**config.mk**
```make
export PLATFORM = sky130hd
export DESIGN_NAME = tdm_cascade_serializer
export DESIGN_NICKNAME = d
export VERILOG_FILES = /design/src/rtl/tdm_cascade_pkg.sv /design/src/rtl/tdm_frame_ctrl.sv /design/src/rtl/tdm_slot_datapath.sv /design/src/rtl/tdm_cascade_serializer.sv
export SDC_FILE = /design/constraint.sdc
export NUM_CORES = 1
export LEC_CHECK = 0
export ABC_CLOCK_PERIOD_IN_PS = 3580
export BUFFER_PORTS_ARGS = -buffer_cell sky130_fd_sc_hd__buf_4
export CAP_MARGIN = 10
export CORE_MARGIN = 2
export CORE_UTILIZATION = 44
export CTS_BUF_LIST = sky130_fd_sc_hd__clkbuf_8
export CTS_CLUSTER_DIAMETER = 150
export DETAILED_ROUTE_END_ITERATION = 8
export PLACE_DENSITY_LB_ADDON = 0.15
export SYNTH_ARGS = -nofsm -noshare
export SYNTH_HDL_FRONTEND = slang
export SYNTH_SLANG_ARGS = --single-unit
export TNS_END_PERCENT = 20
```
**constraint.sdc**
```tcl
create_clock -name clk -period 3.58 [get_ports clk]
set_clock_uncertainty 0.05 [all_clocks]
set_input_delay 0.716 -clock clk [delete_from_list [all_inputs] [get_ports clk]]
set_output_delay 0.716 -clock clk [all_outputs]
set_load 0.05 [all_outputs]
```
**src/rtl/tdm_cascade_pkg.sv**
```systemverilog
package tdm_cascade_pkg;
  parameter int SAMPLE_W    = 24;
  parameter int SLOT_W      = 32;
  parameter int SLOT_CNT    = 8;
  parameter int LOCAL_SLOTS = 2;

  localparam int FRAME_LEN   = SLOT_W * SLOT_CNT;
  localparam int POS_W       = $clog2(FRAME_LEN);
  localparam int SLOT_BITS_W = $clog2(SLOT_W);
  localparam int DELAY_LEN   = SLOT_W * LOCAL_SLOTS;
  localparam int DATA_IDX_W  = $clog2(SAMPLE_W);
  localparam int CH_W        = $clog2(LOCAL_SLOTS);

  typedef struct packed {
    logic                  frameStart;
    logic                  localZone;
    logic [CH_W-1:0]       chanSel;
    logic                  dataValid;
    logic [DATA_IDX_W-1:0] dataIdx;
  } slotStrobes_t;
endpackage

```
**src/rtl/tdm_frame_ctrl.sv**
```systemverilog
module tdm_frame_ctrl
  import tdm_cascade_pkg::*;
(
  input  logic             clk,
  input  logic             rstN,
  input  logic             masterSel,
  input  logic             i2sSel,
  input  logic             frameIn,
  output logic             frameOut,
  output logic [POS_W-1:0] bitPos,
  output slotStrobes_t     strobes
);
  logic             frameQ;
  logic             syncEdge;
  logic [POS_W-1:0] nextPos;

  // Slave sync: edge polarity follows the framing.
  always_comb begin
    syncEdge = !masterSel && (i2sSel ? (frameQ && !frameIn) : (!frameQ && frameIn));
    if (syncEdge)
      nextPos = '0;
    else if (bitPos == POS_W'(FRAME_LEN - 1))
      nextPos = '0;
    else
      nextPos = bitPos + 1'b1;
  end

  always_ff @(posedge clk or negedge rstN) begin
    if (!rstN) begin
      bitPos <= POS_W'(FRAME_LEN - 1);
      frameQ <= 1'b0;
    end else begin
      bitPos <= nextPos;
      frameQ <= frameIn;
    end
  end

  // Per-position strobes for the datapath.
  always_comb begin
    int slotBitI;
    int leadI;
    int offI;
    slotBitI = int'(bitPos[SLOT_BITS_W-1:0]);
    leadI    = i2sSel ? 1 : 0;
    offI     = slotBitI - leadI;
    strobes.frameStart = (nextPos == '0);
    strobes.localZone  = (bitPos < POS_W'(DELAY_LEN));
    strobes.chanSel    = bitPos[SLOT_BITS_W +: CH_W];
    strobes.dataValid  = (offI >= 0) && (offI < SAMPLE_W);
    if (strobes.dataValid)
      strobes.dataIdx = DATA_IDX_W'(SAMPLE_W - 1 - offI);
    else
      strobes.dataIdx = '0;
  end

  assign frameOut = masterSel && ((bitPos < POS_W'(SLOT_W)) ^ i2sSel);
endmodule

```
**src/rtl/tdm_slot_datapath.sv**
```systemverilog
module tdm_slot_datapath
  import tdm_cascade_pkg::*;
(
  input  logic                                   clk,
  input  logic                                   rstN,
  input  slotStrobes_t                           strobes,
  input  logic [LOCAL_SLOTS-1:0][SAMPLE_W-1:0]   localSamples,
  input  logic                                   cascadeIn,
  output logic                                   serOut,
  output logic [LOCAL_SLOTS-1:0][SAMPLE_W-1:0]   heldSamples
);
  logic [DELAY_LEN-1:0]   dly;
  logic [LOCAL_SLOTS-1:0] chanBit;
  logic                   localBit;

  always_ff @(posedge clk or negedge rstN) begin
    if (!rstN) begin
      heldSamples <= '0;
      dly         <= '0;
    end else begin
      if (strobes.frameStart) heldSamples <= localSamples;
      dly <= {dly[DELAY_LEN-2:0], cascadeIn};
    end
  end

  // One bit picker per local channel.
  for (genvar ch = 0; ch < LOCAL_SLOTS; ch++) begin : g_pick
    assign chanBit[ch] = heldSamples[ch][strobes.dataIdx];
  end

  assign localBit = strobes.dataValid & chanBit[strobes.chanSel];
  assign serOut   = strobes.localZone ? localBit : dly[DELAY_LEN-1];
endmodule

```
**src/rtl/tdm_cascade_serializer.sv**
```systemverilog
module tdm_cascade_serializer
  import tdm_cascade_pkg::*;
(
  input  logic                clk,
  input  logic                rstN,
  input  logic                masterSel,
  input  logic                i2sSel,
  input  logic                frameIn,
  output logic                frameOut,
  input  logic [SAMPLE_W-1:0] leftSample,
  input  logic [SAMPLE_W-1:0] rightSample,
  input  logic                cascadeIn,
  output logic                serOut
);
  slotStrobes_t                         strobes;
  logic [POS_W-1:0]                     bitPos;
  logic [LOCAL_SLOTS-1:0][SAMPLE_W-1:0] localSamples;
  logic [LOCAL_SLOTS-1:0][SAMPLE_W-1:0] heldSamples;

  assign localSamples[0] = leftSample;
  assign localSamples[1] = rightSample;

  tdm_frame_ctrl u_ctrl (
    .clk       (clk),
    .rstN      (rstN),
    .masterSel (masterSel),
    .i2sSel    (i2sSel),
    .frameIn   (frameIn),
    .frameOut  (frameOut),
    .bitPos    (bitPos),
    .strobes   (strobes)
  );

  tdm_slot_datapath u_data (
    .clk          (clk),
    .rstN         (rstN),
    .strobes      (strobes),
    .localSamples (localSamples),
    .cascadeIn    (cascadeIn),
    .serOut       (serOut),
    .heldSamples  (heldSamples)
  );
endmodule

```
=== After elaboration in Yosys (flattened, before gate mapping) ===
Index checks and enable logic that the tools add are counted.

* Flip-flop bits (word level): 121
* Input bits: 54
* Output and inout port bits: 2
* Logic and storage cells: 38

* Add/sub/neg operators: 3
* $lt $le $gt $ge: 6
* Equal/unequal tests: 1
* Muxes and demuxes: 12
* Bitwise gates (word level): 2
* Reduce and logical (&&, ||, !) cells: 9

{| class="wikitable"
|+ Operators with widths
! cell !! count
|-
| >= comparator 32 x 1 -> 1 bit, second input constant || 1
|-
| < comparator 32 x 6 -> 1 bit, second input constant || 1
|-
| two-way mux 8 bit || 2
|-
| binary-select mux 1 bit (select 5 bit) || 2
|-
| adder 8 x 1 -> 8 bit, second input constant || 1
|-
| == test 8 bit, second input constant || 1
|-
| zero test 8 bit || 1
|-
| < comparator 8 x 6 -> 1 bit, second input constant || 1
|-
| < comparator 8 x 7 -> 1 bit, second input constant || 1
|-
| two-way mux 1 bit || 7
|-
| < comparator 5 x 6 -> 1 bit, second input constant || 1
|-
| subtractor 5 x 1 -> 6 bit || 1
|-
| logical AND 1 bit || 5
|-
| two-way mux 5 bit || 1
|-
| subtractor 5 bit, first input constant || 1
|-
| zero test 1 bit || 3
|-
| < comparator 1 x 2 -> 1 bit, second input constant || 1
|-
| bitwise AND 1 bit || 1
|-
| XOR 1 bit || 1
|}

=== Logic depth before layout (Yosys ltp) ===
* Word-level depth: 11
* Gate-level depth with buffers: 10

=== By module ===
A second synthesis with hierarchy kept.

* Cell total of the unflattened synthesis: 286
* Area total of the unflattened synthesis: 4573.1 um2

{| class="wikitable"
|+ By module, submodules not included
! module !! instances !! cells an instance !! area each (um2)
|-
| tdm_slot_datapath || 1 || 208 || 3893.7
|-
| tdm_frame_ctrl || 1 || 78 || 679.4
|}

=== Worst setup path after synthesis ===
Ideal clock, no wire load.

* Kind: input to output
* From: input i2sSel
* To: output serOut
* Arrival: 3593 ps
* Path slack: -779 ps
* Stages on the path: 9
* Cell sequence: ha_1 -> ha_1 -> xor2_1 -> buf_2 -> nand2_1 -> a31oi_1 -> mux2i_1 -> o2111a_1 -> nor4_1

* Cells in the longest elaborated chain, start to end: 11

{| class="wikitable"
|+ RTL lines
! element !! RTL line !! RTL
|-
| start: declaration || tdm_cascade_serializer.sv:7 || <nowiki>input logic i2sSel,</nowiki>
|-
| two-way mux 1 bit * || tdm_frame_ctrl.sv:44 || <nowiki>leadI = i2sSel ? 1 : 0;</nowiki>
|-
| subtractor 5 x 1 -> 6 bit * || tdm_frame_ctrl.sv:45 || <nowiki>offI = slotBitI - leadI;</nowiki>
|-
| >= comparator 32 x 1 -> 1 bit / < comparator 32 x 6 -> 1 bit (equally long branches) || tdm_frame_ctrl.sv:49 || <nowiki>strobes.dataValid = (offI >= 0) && (offI < SAMPLE_W);</nowiki>
|-
| logical AND 1 bit || tdm_frame_ctrl.sv:49 ||
|-
| two-way mux 5 bit || tdm_frame_ctrl.sv:50 || <nowiki>if (strobes.dataValid)</nowiki>
|-
| binary-select mux 1 bit (select 5 bit) || tdm_slot_datapath.sv:28 || <nowiki>assign chanBit[ch] = heldSamples[ch][strobes.dataIdx];</nowiki>
|-
| two-way mux 1 bit (not written as such) || tdm_slot_datapath.sv:28 ||
|-
| two-way mux 1 bit (not written as such) (2 in a row) || tdm_slot_datapath.sv:31 || <nowiki>assign localBit = strobes.dataValid & chanBit[strobes.chanSel];</nowiki>
|-
| bitwise AND 1 bit * || tdm_slot_datapath.sv:31 ||
|-
| two-way mux 1 bit * || tdm_slot_datapath.sv:32 || <nowiki>assign serOut = strobes.localZone ? localBit : dly[DELAY_LEN-1];</nowiki>
|-
| end: declaration || tdm_cascade_serializer.sv:13 || <nowiki>output logic serOut</nowiki>
|}

Every way passes the cells marked *; elsewhere a longest branch is shown, timed or not. The select of a mux whose other input is x is not followed.

=== Worst setup path after layout ===
* From: register u_ctrl.bitPos[0]
* To: output serOut

* Cells in the longest elaborated chain, start to end: 10

{| class="wikitable"
|+ RTL lines
! element !! RTL line !! RTL
|-
| start: declaration || tdm_frame_ctrl.sv:10 || <nowiki>output logic [POS_W-1:0] bitPos,</nowiki>
|-
| start signal: assignment || tdm_frame_ctrl.sv:30 || <nowiki>bitPos <= POS_W'(FRAME_LEN - 1);</nowiki>
|-
| start signal: assignment || tdm_frame_ctrl.sv:33 || <nowiki>bitPos <= nextPos;</nowiki>
|-
| subtractor 5 x 1 -> 6 bit || tdm_frame_ctrl.sv:45 ||
|-
| >= comparator 32 x 1 -> 1 bit / < comparator 32 x 6 -> 1 bit (equally long branches) || tdm_frame_ctrl.sv:49 ||
|-
| logical AND 1 bit || tdm_frame_ctrl.sv:49 ||
|-
| two-way mux 5 bit || tdm_frame_ctrl.sv:50 ||
|-
| binary-select mux 1 bit (select 5 bit) || tdm_slot_datapath.sv:28 ||
|-
| two-way mux 1 bit (not written as such) || tdm_slot_datapath.sv:28 ||
|-
| two-way mux 1 bit (not written as such) (2 in a row) || tdm_slot_datapath.sv:31 ||
|-
| bitwise AND 1 bit || tdm_slot_datapath.sv:31 ||
|-
| two-way mux 1 bit * || tdm_slot_datapath.sv:32 ||
|}

Marks and branches as above.

==> impl_metrics.env <==
export IMPL_status="finished with violations"
export IMPL_failed_checks="negative setup slack"
export IMPL_met2_layer_usage_reported_by_global_route_pct=27.76
export IMPL_grt_setup_unrepaired="yes"
export IMPL_power_per_cell_area_mw_per_mm2=849.4
export IMPL_initialDrtViolationCount=125
export IMPL_layout_area_seq_mm2=0.003042
export IMPL_combPwrFrac_pct=37.3
export IMPL_synth_seq_area_share_pct=63.61
export IMPL_grt_pass1_wl_um=15420
export IMPL_fin_util_pct=56.00
export IMPL_root_buffer="sky130_fd_sc_hd__clkbuf_8"
export IMPL_post_synth_xor_area_fraction_pct=2.174
export IMPL_firstDrtPassIters=4
export IMPL_slowest_delay_ns=0.55
export IMPL_cts_tree="yes"
export IMPL_timing_critical_path_mode_cell="sky130_fd_sc_hd__buf_6"
export IMPL_synth_top_family_by_area="multiplexers"
export IMPL_ys_async_sr_fraction_pct=100.0
export IMPL_globalRouteMet1Util_pct=23.73
export IMPL_die_footprint_mm2=0.01170
export IMPL_globalRoute_busiestLayer="met2"
export IMPL_synthSimpleGateAreaFrac_pct=6.261
export IMPL_power_switching_mw=1.657
export IMPL_detailedPlace_worstSlack_ns=-0.06650
export IMPL_path_clk_slew_ns=0.08
export IMPL_insertion_delay_ns=0.42
export IMPL_critPathKind="flop to primary output"
export IMPL_fmaxAchievable_ghz=0.2766
export IMPL_min_period_over_period_pct=101.0
export IMPL_dominant_cell_type_by_area_after_synthesis="sky130_fd_sc_hd__dfrtp_1"
export IMPL_crit_slowest_cell="sky130_fd_sc_hd__dfstp_2"
export IMPL_port_buffers=55
export IMPL_pin_count=56
export IMPL_synth_lib_cells_used_distinct=54
export IMPL_areaGrowthSynthToFinish_pct=25.44
export IMPL_setup_viol=1
export IMPL_fin_hold_viols=0
export IMPL_synth_compound_area_share_pct=6.576
export IMPL_worst_endpoint_required_ns=2.81
export IMPL_detailroute_via_count=2788
export IMPL_drv_slew=0
export IMPL_final_layout_size_suffix_gt1_share_pct=48.79
export IMPL_initial_cell_density_of_the_core_pct=44.64
export IMPL_n_antenna_cell=0
export IMPL_net_switching_share_of_the_total_power_pct=32.57
export IMPL_tns_setup_ns=-0.03548
export IMPL_ant_nets=0
export IMPL_floorplan_die_width_um=108.2
export IMPL_yosys_synthesis_warning_count=0
export IMPL_synthMostInstantiatedCell="sky130_fd_sc_hd__dfrtp_1"
export IMPL_globalRouteOverflowTotal=0
export IMPL_sequentialPowerShare_pct=38.8
export IMPL_rows=38
export IMPL_final_cell_count_no_fill=554
export IMPL_slew_limit_headroom_pct=38.80
export IMPL_route_detailed_vias_per_inst=5.032
export IMPL_grtUsageTotal_pct=17.68
export IMPL_irDropWorstVdd_uv=537.1
export IMPL_synth_cells=316
export IMPL_cts_num_sinks=121
export IMPL_grt_max_degree=75
export IMPL_fill_cells=869
export IMPL_highest_net_fanout_along_the_worst_path=5
export IMPL_totalPowerFinal_mw=5.088
export IMPL_timing_critical_path_from_type="flop"
export IMPL_synthesis_area_per_instance_um2=15.11
export IMPL_max_cap_violations=0
export IMPL_layout_setup_ws_ns=-0.03548
export IMPL_worst_endpoint_arrival_ns=2.85
export IMPL_fp_coreArea_mm2=0.01070
export IMPL_leakagePower_nw=2.666
export IMPL_cts_htree_levels=4
export IMPL_holdCritPathClass="flop to flop"
export IMPL_synth_top_cells_by_count="sky130_fd_sc_hd__dfrtp_1, sky130_fd_sc_hd__mux2_2, sky130_fd_sc_hd__mux2_4"
export IMPL_fp_dieH_um=108.2
export IMPL_multi_input_comb_area_mm2=0.001719
export IMPL_timing_worst_slew_pin_value_ns=0.9180
export IMPL_power_report_internal_total_mw=3.431
export IMPL_grt_use_met3_pct=5.787
export IMPL_syn_area_mm2=0.004776
export IMPL_synth_top_area_share_pct=59.21
export IMPL_register_bit_count_reported_by_yosys=121
export IMPL_hpwl_um=5851
export IMPL_placed_instances=511
export IMPL_drt_wl_total_um=9318
export IMPL_nets=458
export IMPL_cts_inserted_buffers=17
export IMPL_synth_ff_type="sky130_fd_sc_hd__dfrtp_1"
export IMPL_crit_chain="inv_2 > ha_4 > nor3b_4 > buf_6 > buf_6 > o211ai_1 > buf_4 > o2111ai_2 > nand3_1 > o22ai_2 > nor4_4 > buf_6"
export IMPL_synth_enable_flop_cells=0
export IMPL_synth_nets=373
export IMPL_detail_route_wl_per_cell_um=16.82
export IMPL_grt_pass1_vias=2993
export IMPL_crit_path_end_kind="primary output"
export IMPL_final_min_clock_period_ns=3.615
export IMPL_gp_weighted_congestion=0.8037
export IMPL_remaining_drc_errors=0
export IMPL_share_clk_of_total_power_pct=23.9
export IMPL_yosys_area_share_adder_pct=0.7860
export IMPL_post_synth_mux_area_share_pct=17.34
export IMPL_antenna_found_initial=0
export IMPL_post_synth_main_area_contributors="sky130_fd_sc_hd__dfrtp_1, sky130_fd_sc_hd__mux2_2, sky130_fd_sc_hd__mux2_4"
export IMPL_clock_path_buffers=2
[worst max-delay path: cells and delay by family (launching register included)]
family                     cells  cell delay [ns]
DFF                            1             0.55
adders and majority gates      1             0.17
AOI/OAI and AO/OA              3             0.42
buffers and inverters          5             0.69
and+or+nand+nor                3             0.60
[per-layer routing]
layer | wire length, um | part of all wire (%)
met2 | 4465 | 48
met5 | 0 | 0
met4 | 108 | 1.2
met3 | 463 | 5.0
met1 | 4280 | 46
[registers in the layout, indices dropped and copies added, names as in the netlist]
signal / flops
u_ctrl.frameQ: 1
u_ctrl.bitPos: 8
u_data.dly: 64
u_data.heldSamples: 48
[final cells by class]
type                       count  area share, %
sequential                   121          50.77
multi-input combinational    178          28.70
timing repair buffer          81          10.76
clock buffer                  19          4.365
tap                          140          2.924
clock inverter                13          2.360
inverter                       2         0.1253
[cell usage in the layout (no fill, tap or decap), types with 3 or more instances in the layout]
master and count:
sky130_fd_sc_hd__buf_6 3, sky130_fd_sc_hd__xnor2_1 3, sky130_fd_sc_hd__nor2_1 12, sky130_fd_sc_hd__buf_4 76
sky130_fd_sc_hd__nand2_1 12, sky130_fd_sc_hd__clkinv_2 3, sky130_fd_sc_hd__nand3_1 9, sky130_fd_sc_hd__a21oi_1 15
sky130_fd_sc_hd__xor2_1 6, sky130_fd_sc_hd__dfrtp_1 113, sky130_fd_sc_hd__mux2_2 34, sky130_fd_sc_hd__clkinvlp_4 3
sky130_fd_sc_hd__dfstp_2 7, sky130_fd_sc_hd__inv_6 3, sky130_fd_sc_hd__nor3_1 3, sky130_fd_sc_hd__o2111ai_1 3
sky130_fd_sc_hd__mux2i_1 10, sky130_fd_sc_hd__mux2_4 20, sky130_fd_sc_hd__o21ai_0 6, sky130_fd_sc_hd__clkbuf_8 19
[final timing paths]
check	startpoint	end	slack, ns	depth (start not counted)
setup reg to reg	u_ctrl.bitPos[1]$_DFF_PN1_	u_data.heldSamples[27]$_DFFE_PN0N_	0.69	9
hold reg to reg	u_data.dly[36]$_DFF_PN0_	u_data.dly[37]$_DFF_PN0_	0.30	0
max in group asynchronous	rstN	u_data.dly[38]$_DFF_PN0_	2.31	2
hold / removal	u_data.dly[36]$_DFF_PN0_	u_data.dly[37]$_DFF_PN0_	0.30	0
setup / recovery	u_ctrl.bitPos[0]$_DFF_PN1_	serOut	-0.04	12
min in group asynchronous	rstN	u_ctrl.frameQ$_DFF_PN0_	0.38	1
[power by group through the flow]
stage | clock [mW] | combinational (mW) | sequential [mW]
6_report | 1.22 | 1.90 | 1.97
5_1_grt | 1.32 | 2.04 | 2.03
4_1_cts | 1.25 | 1.85 | 1.98
3_5_place_dp | 0 | 1.66 | 2.00
3_3_place_gp | 0 | 1.63 | 1.99
2_1_floorplan | 0 | 1.48 | 1.87
[repair_timing]
item / 4_1_cts / 5_1_grt
hold buffers: 0 / 0
gates cloned: 1 / 0
pin swaps: 7 / 2
endpoints found under the setup margin: 1 / 1
setup buffers: 8 / 3
resized for setup: 20 / 2
[per-stage QoR]
stage	instance area, um^2	hold slack [ns]
floorplan	4791	0.2812
global placement	5376	0.2822
detailed placement	5376	0.2847
CTS	5958	0.2982
global route	5991	0.2971
finish	5991	0.2978
[cell families after synthesis]
logic type                 after synthesis
DFF                                    121
muxes                                   66
adders and majority gates                3
xor gates and xnor gates                11
and+or+nand+nor                         53
buffers and inverters                   18
AOI/OAI and AO/OA                       44
Note: power is estimated with default switching activity, not from simulation.
